===== config.mk =====
export PLATFORM = sky130hd
export DESIGN_NAME = los_alarm_ctrl
export DESIGN_NICKNAME = d
export VERILOG_FILES = /design/src/rtl/los_alarm_pkg.sv /design/src/rtl/rx_edge_sync.sv /design/src/rtl/zero_run_det.sv /design/src/rtl/clk_watch.sv /design/src/rtl/rx_out_gate.sv /design/src/rtl/los_alarm_ctrl.sv
export SDC_FILE = /design/constraint.sdc
export NUM_CORES = 1
export LEC_CHECK = 0
export BUFFER_PORTS_ARGS = -buffer_cell sky130_fd_sc_hd__buf_2
export CORE_MARGIN = 10
export CORE_UTILIZATION = 50
export DETAILED_ROUTE_END_ITERATION = 10
export HOLD_SLACK_MARGIN = 0.08
export PLACE_DENSITY_LB_ADDON = 0.08
export REMOVE_ABC_BUFFERS = 1
export SLEW_MARGIN = 10
export SYNTH_ARGS = -nofsm -noshare
export SYNTH_HDL_FRONTEND = slang
export SYNTH_SLANG_ARGS = --single-unit

===== constraint.sdc =====
create_clock -name clk -period 4.6 [get_ports clk]
set_clock_uncertainty 0.1 [all_clocks]
set_input_delay 0.23 -clock clk [delete_from_list [all_inputs] [get_ports clk]]
set_output_delay 0.23 -clock clk [all_outputs]
set_load 0.03 [all_outputs]

===== src/rtl/los_alarm_pkg.sv =====
package los_alarm_pkg;

    // receive-side signals after gating
    typedef struct packed {
        logic clk;
        logic pos;
        logic neg;
    } rx_out_t;

    // alarm set, active-high internally
    typedef struct packed {
        logic sig_lost;
        logic clk_lost;
    } alarm_t;

endpackage


===== src/rtl/rx_edge_sync.sv =====
module rx_edge_sync #(
    parameter int STAGES = 2
) (
    input  logic clk,
    input  logic rst_n,
    input  logic async_clk,
    input  logic async_bit,
    output logic edge_pulse,
    output logic edge_bit
);
    typedef struct packed {
        logic [STAGES:0]   clk_sr;
        logic [STAGES-1:0] bit_sr;
    } sync_t;

    sync_t st_d, st_q;

    always_comb begin
        st_d = st_q;
        st_d.clk_sr[0] = async_clk;
        st_d.bit_sr[0] = async_bit;
        for (int i = 1; i <= STAGES; i++) begin
            st_d.clk_sr[i] = st_q.clk_sr[i-1];
        end
        for (int i = 1; i < STAGES; i++) begin
            st_d.bit_sr[i] = st_q.bit_sr[i-1];
        end
    end

    always_ff @(posedge clk) begin
        if (!rst_n) st_q <= '0;
        else        st_q <= st_d;
    end

    assign edge_pulse = st_q.clk_sr[STAGES-1] & ~st_q.clk_sr[STAGES];
    assign edge_bit   = st_q.bit_sr[STAGES-1];
endmodule


===== src/rtl/zero_run_det.sv =====
module zero_run_det #(
    parameter int ZERO_LIMIT = 128
) (
    input  logic clk,
    input  logic rst_n,
    input  logic bit_valid,
    input  logic bit_one,
    output logic run_lost
);
    localparam int CNT_W = $clog2(ZERO_LIMIT + 2);
    localparam logic [CNT_W-1:0] SAT = CNT_W'(ZERO_LIMIT + 1);

    typedef struct packed {
        logic [CNT_W-1:0] zcnt;
    } zr_t;

    zr_t st_d, st_q;

    always_comb begin
        st_d = st_q;
        if (bit_valid) begin
            if (bit_one)             st_d.zcnt = '0;
            else if (st_q.zcnt != SAT) st_d.zcnt = st_q.zcnt + 1'b1;
        end
    end

    always_ff @(posedge clk) begin
        if (!rst_n) st_q <= '0;
        else        st_q <= st_d;
    end

    assign run_lost = (st_q.zcnt == SAT);
endmodule


===== src/rtl/clk_watch.sv =====
module clk_watch #(
    parameter int WIN_CYC      = 4,
    parameter int MISS_WINDOWS = 2
) (
    input  logic clk,
    input  logic rst_n,
    input  logic edge_pulse,
    output logic clk_lost
);
    localparam int WIN_W  = (WIN_CYC > 1) ? $clog2(WIN_CYC) : 1;
    localparam int MISS_W = $clog2(MISS_WINDOWS + 1);
    localparam logic [WIN_W-1:0]  WIN_LAST = WIN_W'(WIN_CYC - 1);
    localparam logic [MISS_W-1:0] MISS_SAT = MISS_W'(MISS_WINDOWS);

    typedef struct packed {
        logic [WIN_W-1:0]  win;
        logic              seen;
        logic [MISS_W-1:0] miss;
    } cw_t;

    cw_t st_d, st_q;

    always_comb begin
        st_d = st_q;
        if (st_q.win == WIN_LAST) begin
            st_d.win  = '0;
            st_d.seen = 1'b0;
            if (st_q.seen || edge_pulse)  st_d.miss = '0;
            else if (st_q.miss != MISS_SAT) st_d.miss = st_q.miss + 1'b1;
        end else begin
            st_d.win  = st_q.win + 1'b1;
            st_d.seen = st_q.seen | edge_pulse;
        end
    end

    always_ff @(posedge clk) begin
        if (!rst_n) st_q <= '0;
        else        st_q <= st_d;
    end

    assign clk_lost = (st_q.miss == MISS_SAT);
endmodule


===== src/rtl/rx_out_gate.sv =====
module rx_out_gate
    import los_alarm_pkg::*;
(
    input  logic    dual_mode,
    input  logic    shutdown,
    input  logic    alarm_test_n,
    input  alarm_t  raw,
    input  rx_out_t rx_in,
    output rx_out_t rx_out,
    output logic    los_n,
    output logic    loc_n
);
    logic silence;

    always_comb begin
        silence = shutdown & raw.sig_lost;
        if (dual_mode) begin
            rx_out.clk = rx_in.clk;
            rx_out.pos = silence ? 1'b0 : rx_in.pos;
            rx_out.neg = silence ? 1'b0 : rx_in.neg;
        end else begin
            rx_out.clk = silence ? 1'b1 : rx_in.clk;
            rx_out.pos = silence ? 1'b1 : ~rx_in.pos;
            rx_out.neg = 1'b0;
        end
        los_n = ~(raw.sig_lost | ~alarm_test_n);
        loc_n = ~(raw.clk_lost | silence | ~alarm_test_n);
    end
endmodule


===== src/rtl/los_alarm_ctrl.sv =====
module los_alarm_ctrl
    import los_alarm_pkg::*;
#(
    parameter int ZERO_LIMIT   = 128,
    parameter int WIN_CYC      = 4,
    parameter int MISS_WINDOWS = 2,
    parameter int SYNC_STAGES  = 2
) (
    input  logic clk,
    input  logic rst_n,
    input  logic rx_clk,
    input  logic rx_p,
    input  logic rx_n,
    input  logic dual_mode,
    input  logic analog_los,
    input  logic lpbk_local_n,
    input  logic shutdown,
    input  logic alarm_test_n,
    output logic los_n,
    output logic loc_n,
    output logic rx_clk_o,
    output logic rx_p_o,
    output logic rx_n_o
);
    logic    edge_pulse, edge_bit, run_lost, clk_lost;
    alarm_t  raw;
    rx_out_t rx_in, rx_out;

    rx_edge_sync #(.STAGES(SYNC_STAGES)) u_sync (
        .clk(clk), .rst_n(rst_n), .async_clk(rx_clk), .async_bit(rx_p | rx_n),
        .edge_pulse(edge_pulse), .edge_bit(edge_bit)
    );

    zero_run_det #(.ZERO_LIMIT(ZERO_LIMIT)) u_zrun (
        .clk(clk), .rst_n(rst_n), .bit_valid(edge_pulse), .bit_one(edge_bit),
        .run_lost(run_lost)
    );

    clk_watch #(.WIN_CYC(WIN_CYC), .MISS_WINDOWS(MISS_WINDOWS)) u_cwatch (
        .clk(clk), .rst_n(rst_n), .edge_pulse(edge_pulse), .clk_lost(clk_lost)
    );

    always_comb begin
        raw.sig_lost = run_lost | (analog_los & lpbk_local_n);
        raw.clk_lost = clk_lost;
        rx_in.clk    = rx_clk;
        rx_in.pos    = rx_p;
        rx_in.neg    = rx_n;
    end

    rx_out_gate u_gate (
        .dual_mode(dual_mode), .shutdown(shutdown), .alarm_test_n(alarm_test_n),
        .raw(raw), .rx_in(rx_in), .rx_out(rx_out), .los_n(los_n), .loc_n(loc_n)
    );

    assign rx_clk_o = rx_out.clk;
    assign rx_p_o   = rx_out.pos;
    assign rx_n_o   = rx_out.neg;
endmodule


# [Word-level counts from Yosys, hierarchy flattened]
# Index checks and enable logic that the tools add are counted.
[classes] add_sub_neg=3 n_eq_ne=5 n_mux=9 n_bitwise=15 reduce_logical=6
[op_table] op="two-way mux 8 bit" n=2
[op_table] op="adder 8 x 1 -> 8 bit (second input constant)" n=1
[op_table] op="== test 8 bit (second input constant)" n=1
[op_table] op="inequality test 8 bit (second input constant)" n=1
[op_table] op="inverter 1 bit" n=6
[op_table] op="OR 1 bit" n=6
[op_table] op="adder 2 x 1 -> 2 bit (second input constant)" n=2
[op_table] op="== test 2 bit (second input constant)" n=2
[op_table] op="two-way mux 1 bit" n=4
[op_table] op="two-way mux 2 bit" n=2
[op_table] op="AND reduction 2 bit" n=2
[op_table] op="nonzero test 2 bit" n=2
[op_table] op="AND 1 bit" n=3
[op_table] op="two-way mux 3 bit" n=1
[op_table] op="inequality test 2 bit (second input constant)" n=1
[op_table] op="OR reduction 2 bit" n=1
[op_table] op="logical OR 1 bit" n=1
[totals] register_bits=18 in_bits=10 out_inout_bits=5 word_cells=44

# [Depth between registers and ports, before layout]
# Gate-level depths: netlist of the first run.
[logic_depth] depth_word=6 mapped_depth=5 depth_no_buf=5

# [Cells and area by module]
# From an unflattened synthesis of the first run, not the netlist that was laid out.
[unflattened] hier_cells=94 area_unflattened_um2=864.6
[by_module_without_submodules] module="zero_run_det" n_inst=1 cells_each=53 area_each_um2=447.9 seq_area_each_um2=160.2
[by_module_without_submodules] module="clk_watch" n_inst=1 cells_each=21 area_each_um2=207.7 seq_area_each_um2=100.1
[by_module_without_submodules] module="rx_edge_sync" n_inst=1 cells_each=11 area_each_um2=137.6 seq_area_each_um2=100.1
[by_module_without_submodules] module="rx_out_gate" n_inst=1 cells_each=7 area_each_um2=57.6 seq_area_each_um2=0.0
[by_module_without_submodules] module="los_alarm_ctrl" n_inst=1 cells_each=2 area_each_um2=13.8 seq_area_each_um2=0.0

# [Worst setup path before layout of the first run]
# OpenSTA, ideal clock, no wires.
[synth_path] kind="reg2out" startpoint="register u_zrun.st_q[1] in the netlist's numbering" endpoint="output port loc_n" arrival_time_ns=1.674 required_ns=4.270 path_slack_ns=2.596 path_stages_with_launch=6 n_path_buf=0 path_cell_list="dfxtp_1 -> inv_1 -> ha_1 -> nand4bb_1 -> o21ai_1 -> a211oi_1"
[synth_via] elab_chain_len=6
[synth_lines] element="start, declared" line_no="zero_run_det.sv:17" source="zr_t st_d, st_q;"
[synth_lines] element="start signal, assigned" line_no="zero_run_det.sv:29" source="else st_q <= st_d;"
[synth_lines] element="== test 8 bit" line_no="zero_run_det.sv:32" source="assign run_lost = (st_q.zcnt == SAT);"
[synth_lines] element="OR 1 bit" line_no="los_alarm_ctrl.sv:44" source="raw.sig_lost = run_lost | (analog_los & lpbk_local_n);"
[synth_lines] element="AND 1 bit" line_no="rx_out_gate.sv:16" source="silence = shutdown & raw.sig_lost;"
[synth_lines] element="OR 1 bit (2 in a row)" line_no="rx_out_gate.sv:27" source="loc_n = ~(raw.clk_lost | silence | ~alarm_test_n);"
[synth_lines] element="inverter 1 bit" line_no="rx_out_gate.sv:27"
[synth_lines] element="end, declared" line_no="los_alarm_ctrl.sv:20" source="output logic loc_n,"
# Every way passes these cells.

# [Worst setup path in the final report of the first run]
[layout_path] startpoint="register u_zrun.st_q[0] in the netlist's numbering" endpoint="output port rx_clk_o"
[layout_via] elab_chain_len=5
[layout_lines] element="== test 8 bit" line_no="zero_run_det.sv:32"
[layout_lines] element="OR 1 bit" line_no="los_alarm_ctrl.sv:44"
[layout_lines] element="AND 1 bit" line_no="rx_out_gate.sv:16"
[layout_lines] element="two-way mux 1 bit" line_no="rx_out_gate.sv:22" source="rx_out.clk = silence ? 1'b1 : rx_in.clk;"
[layout_lines] element="two-way mux 3 bit" line_no="rx_out_gate.sv:17" source="if (dual_mode) begin"
[layout_lines] element="end, declared" line_no="los_alarm_ctrl.sv:21" source="output logic rx_clk_o,"
# Every way passes these cells.

==> results by group, run 1 <==
Hold path
  • HP Class: input pin to flop
  • Hold_sp: rx_n
  • Hold-critical path depth: 3
  • Hold endpoint: u_sync.st_d[1]

Route
  • Antenna Nets Post-Route: 0
  • Wire per inst: 15.4 um
  • Final WL: 2.05 mm
  • DR iter-0 viols: 16
  • Vias per inst: 6.08
  • DRT Pass-1 Iters: 4
  • # DRC: 0
  • Via count: 808

Synthesis
  • Largest family of logic cells by synthesized area: simple AND/OR/NAND/NOR gates
  • Xor/xnor share of the synthesized area: 0.0100
  • Number of synthesized flops with an enable pin: 0
  • Yosys warnings: 0
  • Mapped Area: 876 sq um
  • Library cells used by synthesis: 38
  • Cells after synthesis: 99
  • Post-synthesis mux area share: 0
  • Synth Area in Compound Gates: 0.213
  • Flop and latch count out of synthesis: 18
  • Post-Synth Simple-Gate Area: 0.274
  • Main synth FF type: dfxtp_1
  • Asr flop ratio synth: 0
  • Post-synthesis sequential area ratio: 0.411
  • Adder-cell share of the synthesized area: 0.0571
  • Post-Syn Area per Cell: 8.85 sq um

Worst setup path
  • Worst R2R Setup Slack: 2.95 ns
  • Critical Path RT: 4.27 ns
  • Reg-to-reg startpoint: u_sync.edge_bit
  • CP arrival: 1.85 ns
  • Largest fanout on the critical path: 6
  • Worst reg-to-reg path cell count: 3
  • Worst setup EP type: primary output
  • Startpoint type of the worst setup path: flop
  • Critical path class: flop to primary output
  • RR Endpoint: u_zrun.st_q[6]

Pwr
  • Sw Share: 0.261
  • LEAKAGE: 0.000388 uW
  • PD cells: 283 nW/um^2
  • Gate power share: 0.140
  • Worst vdd ir: 194 uV
  • Clock network fraction of total power: 0.271
  • P_sw: 73.3 uW
  • Seq pwr share: 0.589
  • Cell-internal power: 208 uW

Placement
  • Placed cell area: 963 sq um
  • Dpl hpwl: 1.57 mm
  • Placed insts: 129
  • Port bufs: 14
  • DP Worst Slack: 2.74 ns
  • Routability cong.: 0.806

Floorplanning
  • Starting density of the core: 0.519
  • Row count: 15
  • Die height: 61.9 um
  • Die X: 61.9 um
  • # IOs: 15
  • Die area: 3830 sq um
  • Core Area: 1690 sq um

Final layout
  • Antenna diodes: 0
  • Ratio of cells with drive above 1 in the final layout: 0.190
  • Commonest non-fill, non-tap cell in the layout: dfxtp_1
  • Fin cells: 133
  • Design Area, Final: 996 sq um
  • Nets: 132
  • Most frequent cells in the layout: dfxtp_1 (18), buf_2 (14), nor2_1 (11)
  • Area grow syn2layout: 13.7%

GRT
  • GR Util All Layers: 0.117
  • Antenna violations before repair: 0
  • Overflow after GRT: 0
  • Global-route wire length before repair: 3.35 mm
  • Vias in the first global route: 725
  • Largest net degree at the start of global routing: 14

STA
  • Fin Setup TNS: 0 ns
  • Worst setup margin: 2.42 ns
  • Slew margin rel.: 0.727
  • Final slew viol count: 0
  • Max Fclk: 459 MHz
  • Final Setup Violations: 0
  • Final hold vios: 0
  • Tightest Pin Transition: 0.404 ns
  • Tcrit/Tclk final: 0.474
  • Minimum clock period: 2.18 ns
  • Unrepaired setup endpoints after global routing: false

Clock network
  • CTS tree: yes
  • Clock sink count: 18
  • Number of gates resized after cts: 0
  • CTS H-Tree Depth: 1
  • Clk pin slew, worst setup/hold paths: 0.09 ns
  • Root Driver: clkbuf_4
  • Clock Path Buffers: 2
  • Total CTS buffers: 3
  • Clock Latency Late Sink: 0.29 ns

Run
  • Max_cap viols: 0

Status
  • Outcome: finished, final reports clean
==> synthesized netlist by cell type (all sizes together) (2+ instances only) <==
master | count | share of area
or3 | 2 | 0.014
o311ai | 2 | 0.020
nand3 | 3 | 0.017
nand2b | 2 | 0.014
inv | 6 | 0.026
nand3b | 2 | 0.017
and2 | 4 | 0.029
a21oi | 4 | 0.023
o21ai | 4 | 0.023
or4 | 3 | 0.026
nor2 | 11 | 0.047
nand2 | 7 | 0.030
ha | 4 | 0.057
o211ai | 3 | 0.026
dfxtp | 18 | 0.41
a31oi | 3 | 0.021
==> power by group through the flow <==
stage / Combinational (uW) / Clock (uW) / Sequential [uW]
3_3_place_gp: 37.8 / 0 / 169
4_1_cts: 39.6 / 78.8 / 166
5_1_grt: 43.9 / 86.7 / 166
6_report: 39.5 / 76.1 / 166
2_1_floorplan: 25.4 / 0 / 168
3_5_place_dp: 38.9 / 0 / 169
==> layout make-up <==
cell class	instances	area, sq um
clock buffers	3	22.5
fillers	166	693
inverters	7	26.3
multi-input cells	73	485
flip-flops and latches	18	360
well taps	17	21.3
repair buffers	15	80.1
==> what timing repair did <==
item	in CTS	in global routing
setup endpoints to repair	0	0
buffers inserted	0	0
hold buffers	1	0
endpoints found under the hold margin	1	0
==> metal layers <==
metal / part of all wire / global-route usage / vias to the layer above / wire [um]
met5: 0 / 0 / - / 0
met4: 0.018 / 0.0573 / 0 / 36
met3: 0.031 / 0.0183 / 5 / 64
met2: 0.51 / 0.198 / 15 / 1050
met1: 0.44 / 0.139 / 387 / 898
li1: - / - / 401 / -
==> registers in the layout (all words and copies together) (netlist names) <==
register,flops
u_zrun.st_q,8
u_sync.st_q,1
u_sync.edge_bit,1
u_cwatch.st_q,5
u_sync.st_d,3
==> cell families (layout without fill, tap and decap cells) <==
kind of cell / Yosys count / after routing
AND/OR/NAND/NOR: 42 / 42
XOR/XNOR: 1 / 1
flip-flops: 18 / 18
AO/OA/AOI/OAI: 26 / 26
adder cells (fa/ha/maj): 4 / 4
buffers and inverters: 8 / 25
==> worst max-delay path by stage <==
| stage | start | endpoint | slack, ns | cells after the start |
|---|---|---|---|---|
| 5_1_grt | u_zrun.st_q[0] | rx_clk_o | 2.32 | 5 |
| 3_5_place_dp | u_zrun.st_q[0] | rx_clk_o | 2.74 | 5 |
| 3_3_place_gp | u_zrun.st_q[0] | rx_clk_o | 2.82 | 5 |
| 2_1_floorplan | u_zrun.st_q[1] | loc_n | 2.60 | 5 |
| 6_report | u_zrun.st_q[0] | rx_clk_o | 2.42 | 5 |
| 4_1_cts | u_zrun.st_q[0] | rx_clk_o | 2.43 | 5 |
==> through the flow <==
stage,total power [uW],util,hold slack (ns)
finish,281,0.590,0.0932
global route,297,0.590,0.123
CTS,284,0.590,0.101
detailed placement,208,0.570,0.317
global placement,207,0.570,0.308
floorplan,194,-,0.246
==> critical path, stage by stage (launching register included) <==
cell and delay, ns:
dfxtp_1 0.43, ha_1 0.20, nand4bb_1 0.23, o21ai_1 0.33, a31o_2 0.19, buf_2 0.19
Note: power is estimated with default switching activity, not from simulation.
==> inputs of run 2 (changes only) <==
ABC_AREA = 1   (was unset)
clock period = 2.2 ns   (was 4.6 ns; I/O delays follow)
==> run 2 against run 1 <==
  * Sequential power rose by 110%
  * Setup slack got worse by 2.2 ns
  * Register-to-register slack got worse by 2.4 ns
  * Count of clock-buffer cells in the layout rose by 1
  * Wire length rose by 4.1%
  * Critical path type unchanged
==> results by group, run 2 <==
Clock network
  • Root Driver: clkbuf_4
  • Total CTS buffers: 3 (unchanged)
  • CTS H-Tree Depth: 1 (unchanged)
  • Clock sink count: 18 (unchanged)
  • Number of gates resized after cts: 0 (unchanged)
  • Post CTS Setup Buffer Count: 0 (unchanged)
  • Clock Path Buffers: 2 (unchanged)
  • Clk pin slew, worst setup/hold paths: 0.10 ns (about the same)
  • Clock Latency Late Sink: 0.29 ns (about the same)
  • CTS tree: yes

Floorplanning
  • Die area: 4130 sq um (+7.8%)
  • Die height: 64.2 um (+3.8%)
  • Starting density of the core: 0.549 (+0.0303)
  • Row count: 15 (unchanged)
  • Core Area: 1780 sq um (+5.6%)
  • Die X: 64.2 um (+3.8%)
  • # IOs: 15 (unchanged)

Worst setup path
  • CP Cell Sequence: ha_1 > nand3_1 > o21ai_1 > nand2_1 > nand2_1 > nand2_1 > nand2_1 > buf_2
  • Critical path class: flop to primary output
  • Startpoint type of the worst setup path: flop
  • Reg-to-reg startpoint: u_zrun.st_q[1]
  • Worst R2R Setup Slack: 0.58 ns (-2.37 ns)
  • CP arrival: 1.77 ns (-0.08 ns)
  • RR Endpoint: u_zrun.st_q[3]
  • Critical Path RT: 1.99 ns (-2.28 ns)
  • Crit path launch: u_zrun.st_q[0]
  • Worst reg-to-reg path cell count: 10 (+7)
  • CP peak stage delay: 0.44 ns (about the same)
  • Crit-path leading delay family: simple AND/OR/NAND/NOR gates
  • Critical Path Slowest Stage Cell: dfxtp_1
  • Worst setup EP type: primary output
  • Buffers and inverters on the worst path: 1 (unchanged)
  • Critical Path Most Common Cell: nand2_1
  • Largest fanout on the critical path: 6 (unchanged)

STA
  • Fin Setup TNS: 0 ns (unchanged)
  • Final slew viol count: 0 (unchanged)
  • Tightest Pin Transition: 0.264 ns (-0.141 ns)
  • Slew margin rel.: 0.824 (+0.0971)
  • Final Setup Violations: 0 (unchanged)
  • Minimum clock period: 1.98 ns
  • Worst setup margin: 0.225 ns (-2.20 ns)
  • Max Fclk: 506 MHz
  • Tcrit/Tclk final: 0.898
  • Unrepaired setup endpoints after global routing: false
  • Final hold vios: 0 (unchanged)

Route
  • DR iter-0 viols: 23 (+7)
  • Wire per inst: 11.1 um (-28%)
  • Via count: 942 (+17%)
  • DRT Pass-1 Iters: 4 (unchanged)
  • # DRC: 0 (unchanged)
  • Final WL: 2.13 mm (+4.1%)
  • Vias per inst: 4.88 (-20%)
  • Antenna Nets Post-Route: 0 (unchanged)

Final layout
  • Area grow syn2layout: 16.1%
  • Most frequent cells in the layout: nand2_1 (40), nor2_1 (24), inv_1 (23)
  • Ratio of cells with drive above 1 in the final layout: 0.155 (-0.0349)
  • Antenna diodes: 0 (unchanged)
  • Nets: 183 (+39%)
  • Commonest non-fill, non-tap cell in the layout: nand2_1
  • Largest Register: u_zrun.st_q
  • Largest register FFs: 8 (unchanged)

Synthesis
  • Cells after synthesis: 148 (+49%)
  • Synth area leader: dfxtp_1
  • Post-synth top area share: 0.368 (-0.0431)
  • Synth Area in Compound Gates: 0.0614 (-0.151)
  • Main synth FF type: dfxtp_1
  • Flop and latch count out of synthesis: 18 (unchanged)
  • Library cells used by synthesis: 20 (-47%)
  • Largest family of logic cells by synthesized area: simple AND/OR/NAND/NOR gates
  • Post-synthesis sequential area ratio: 0.368 (-0.0431)
  • Asr flop ratio synth: 0 (unchanged)
  • Number of synthesized flops with an enable pin: 0 (unchanged)
  • Post-synthesis mux area share: 0 (unchanged)
  • Yosys warnings: 0 (unchanged)
  • Ranking of synthesized cells by area: dfxtp_1 (37%), nand2_1 (15%), nor2_1 (9.2%), inv_1 (8.8%), nand3_1 (6.1%)
  • Post-Syn Area per Cell: 6.61 sq um (-25%)
  • Post-Synth Simple-Gate Area: 0.393 (+0.118)
  • Mapped Area: 978 sq um (+12%)
  • Xor/xnor share of the synthesized area: 0 (-0.0100)
  • Adder-cell share of the synthesized area: 0.0512 (-0.00599)
  • Count leader, synth: nand2_1
  • Commonest cells post-synth: nand2_1 (40), nor2_1 (24), inv_1 (23)

Placement
  • Port bufs: 14 (unchanged)
  • Routability cong.: 0.814 (+0.95%)
  • DP Worst Slack: 0.558 ns (-2.19 ns)
  • Dpl hpwl: 1.54 mm (-2.2%)

GRT
  • Vias in the first global route: 859 (+18%)
  • Antenna violations before repair: 0 (unchanged)
  • Global-route wire length before repair: 3.62 mm (+7.8%)
  • Largest net degree at the start of global routing: 15 (+1)
  • Overflow after GRT: 0 (unchanged)
  • GR Util All Layers: 0.104 (-0.0126)

Hold path
  • Hold-critical path depth: 2 (-1)
  • Hold endpoint: u_sync.st_d[4]
  • HP Class: flop to flop
  • Hold_sp: u_sync.st_d[3]

Run
  • Max_cap viols: 0 (unchanged)

Pwr
  • Worst vdd ir: 458 uV (+140%)
  • PD cells: 571 nW/um^2 (+100%)
  • LEAKAGE: 0.000567 uW (+46%)

Status
  • Outcome: finished, final reports clean
## run 2: cell types whose count changed after synthesis, moves of 4 or more
cell,delta
nand3_1,+9
nor2_1,+13
inv_1,+17
and2_1,-4
nand2_1,+33
## run 2: worst min-delay path, stage by stage (launching register included)
cell     delay, ns
dfxtp_1       0.32
nand2_1       0.05
inv_1         0.04
## run 2: worst max path at each step
stage | to | slack (ns) | cells past startpoint
floorplan | rx_clk_o | 0.57 | 5
global placement | u_zrun.st_q[3] | 0.62 | 10
detailed placement | rx_p_o | 0.56 | 8
CTS | rx_p_o | 0.21 | 8
global route | rx_p_o | 0.05 | 8
finish | rx_p_o | 0.22 | 8
## run 2: logic make-up after synthesis
group,Yosys count
simple gates,88
buf+inv,27
compound gates,11
fa+ha+maj,4
flops,18
## run 2: cell type report
cell class	instances	area, sq um
clock buffer	4	36.3
inverter	23	86.3
timing repair buffer	20	128
fill	166	647
multi-input combinational	103	494
tap	25	31.3
sequential	18	360
## run 2: where the power goes
part / internal (uW) / switching [uW]
Sequential: 341 / 8.38
Clock: 101 / 102
Combinational: 38.2 / 58.5
## run 2: what timing repair did
action / CTS / global route
hold buffers: 5 / 0
setup endpoints to repair: 0 / 0
endpoints found under the hold margin: 9 / 0
## run 2: routing by layer
layer	wire, um	share of wire	global-route usage	up-vias
met5	0	0	0	-
met3	134	0.063	0.0470	2
met2	1010	0.47	0.179	22
met4	9	0.0042	0.0160	0
li1	-	-	-	495
met1	983	0.46	0.117	423
## run 2: per-stage QoR
stage / hold slack (ns) / area [sq um] / utilization / power (uW) / cells
2_1_floorplan: 0.103 / 941 / - / 414 / 144
3_3_place_gp: 0.211 / 1050 / 0.589 / 442 / 184
3_5_place_dp: 0.212 / 1050 / 0.589 / 446 / 184
4_1_cts: 0.328 / 1140 / 0.637 / 657 / 193
5_1_grt: 0.341 / 1140 / 0.637 / 683 / 193
6_report: 0.322 / 1140 / 0.637 / 649 / 193
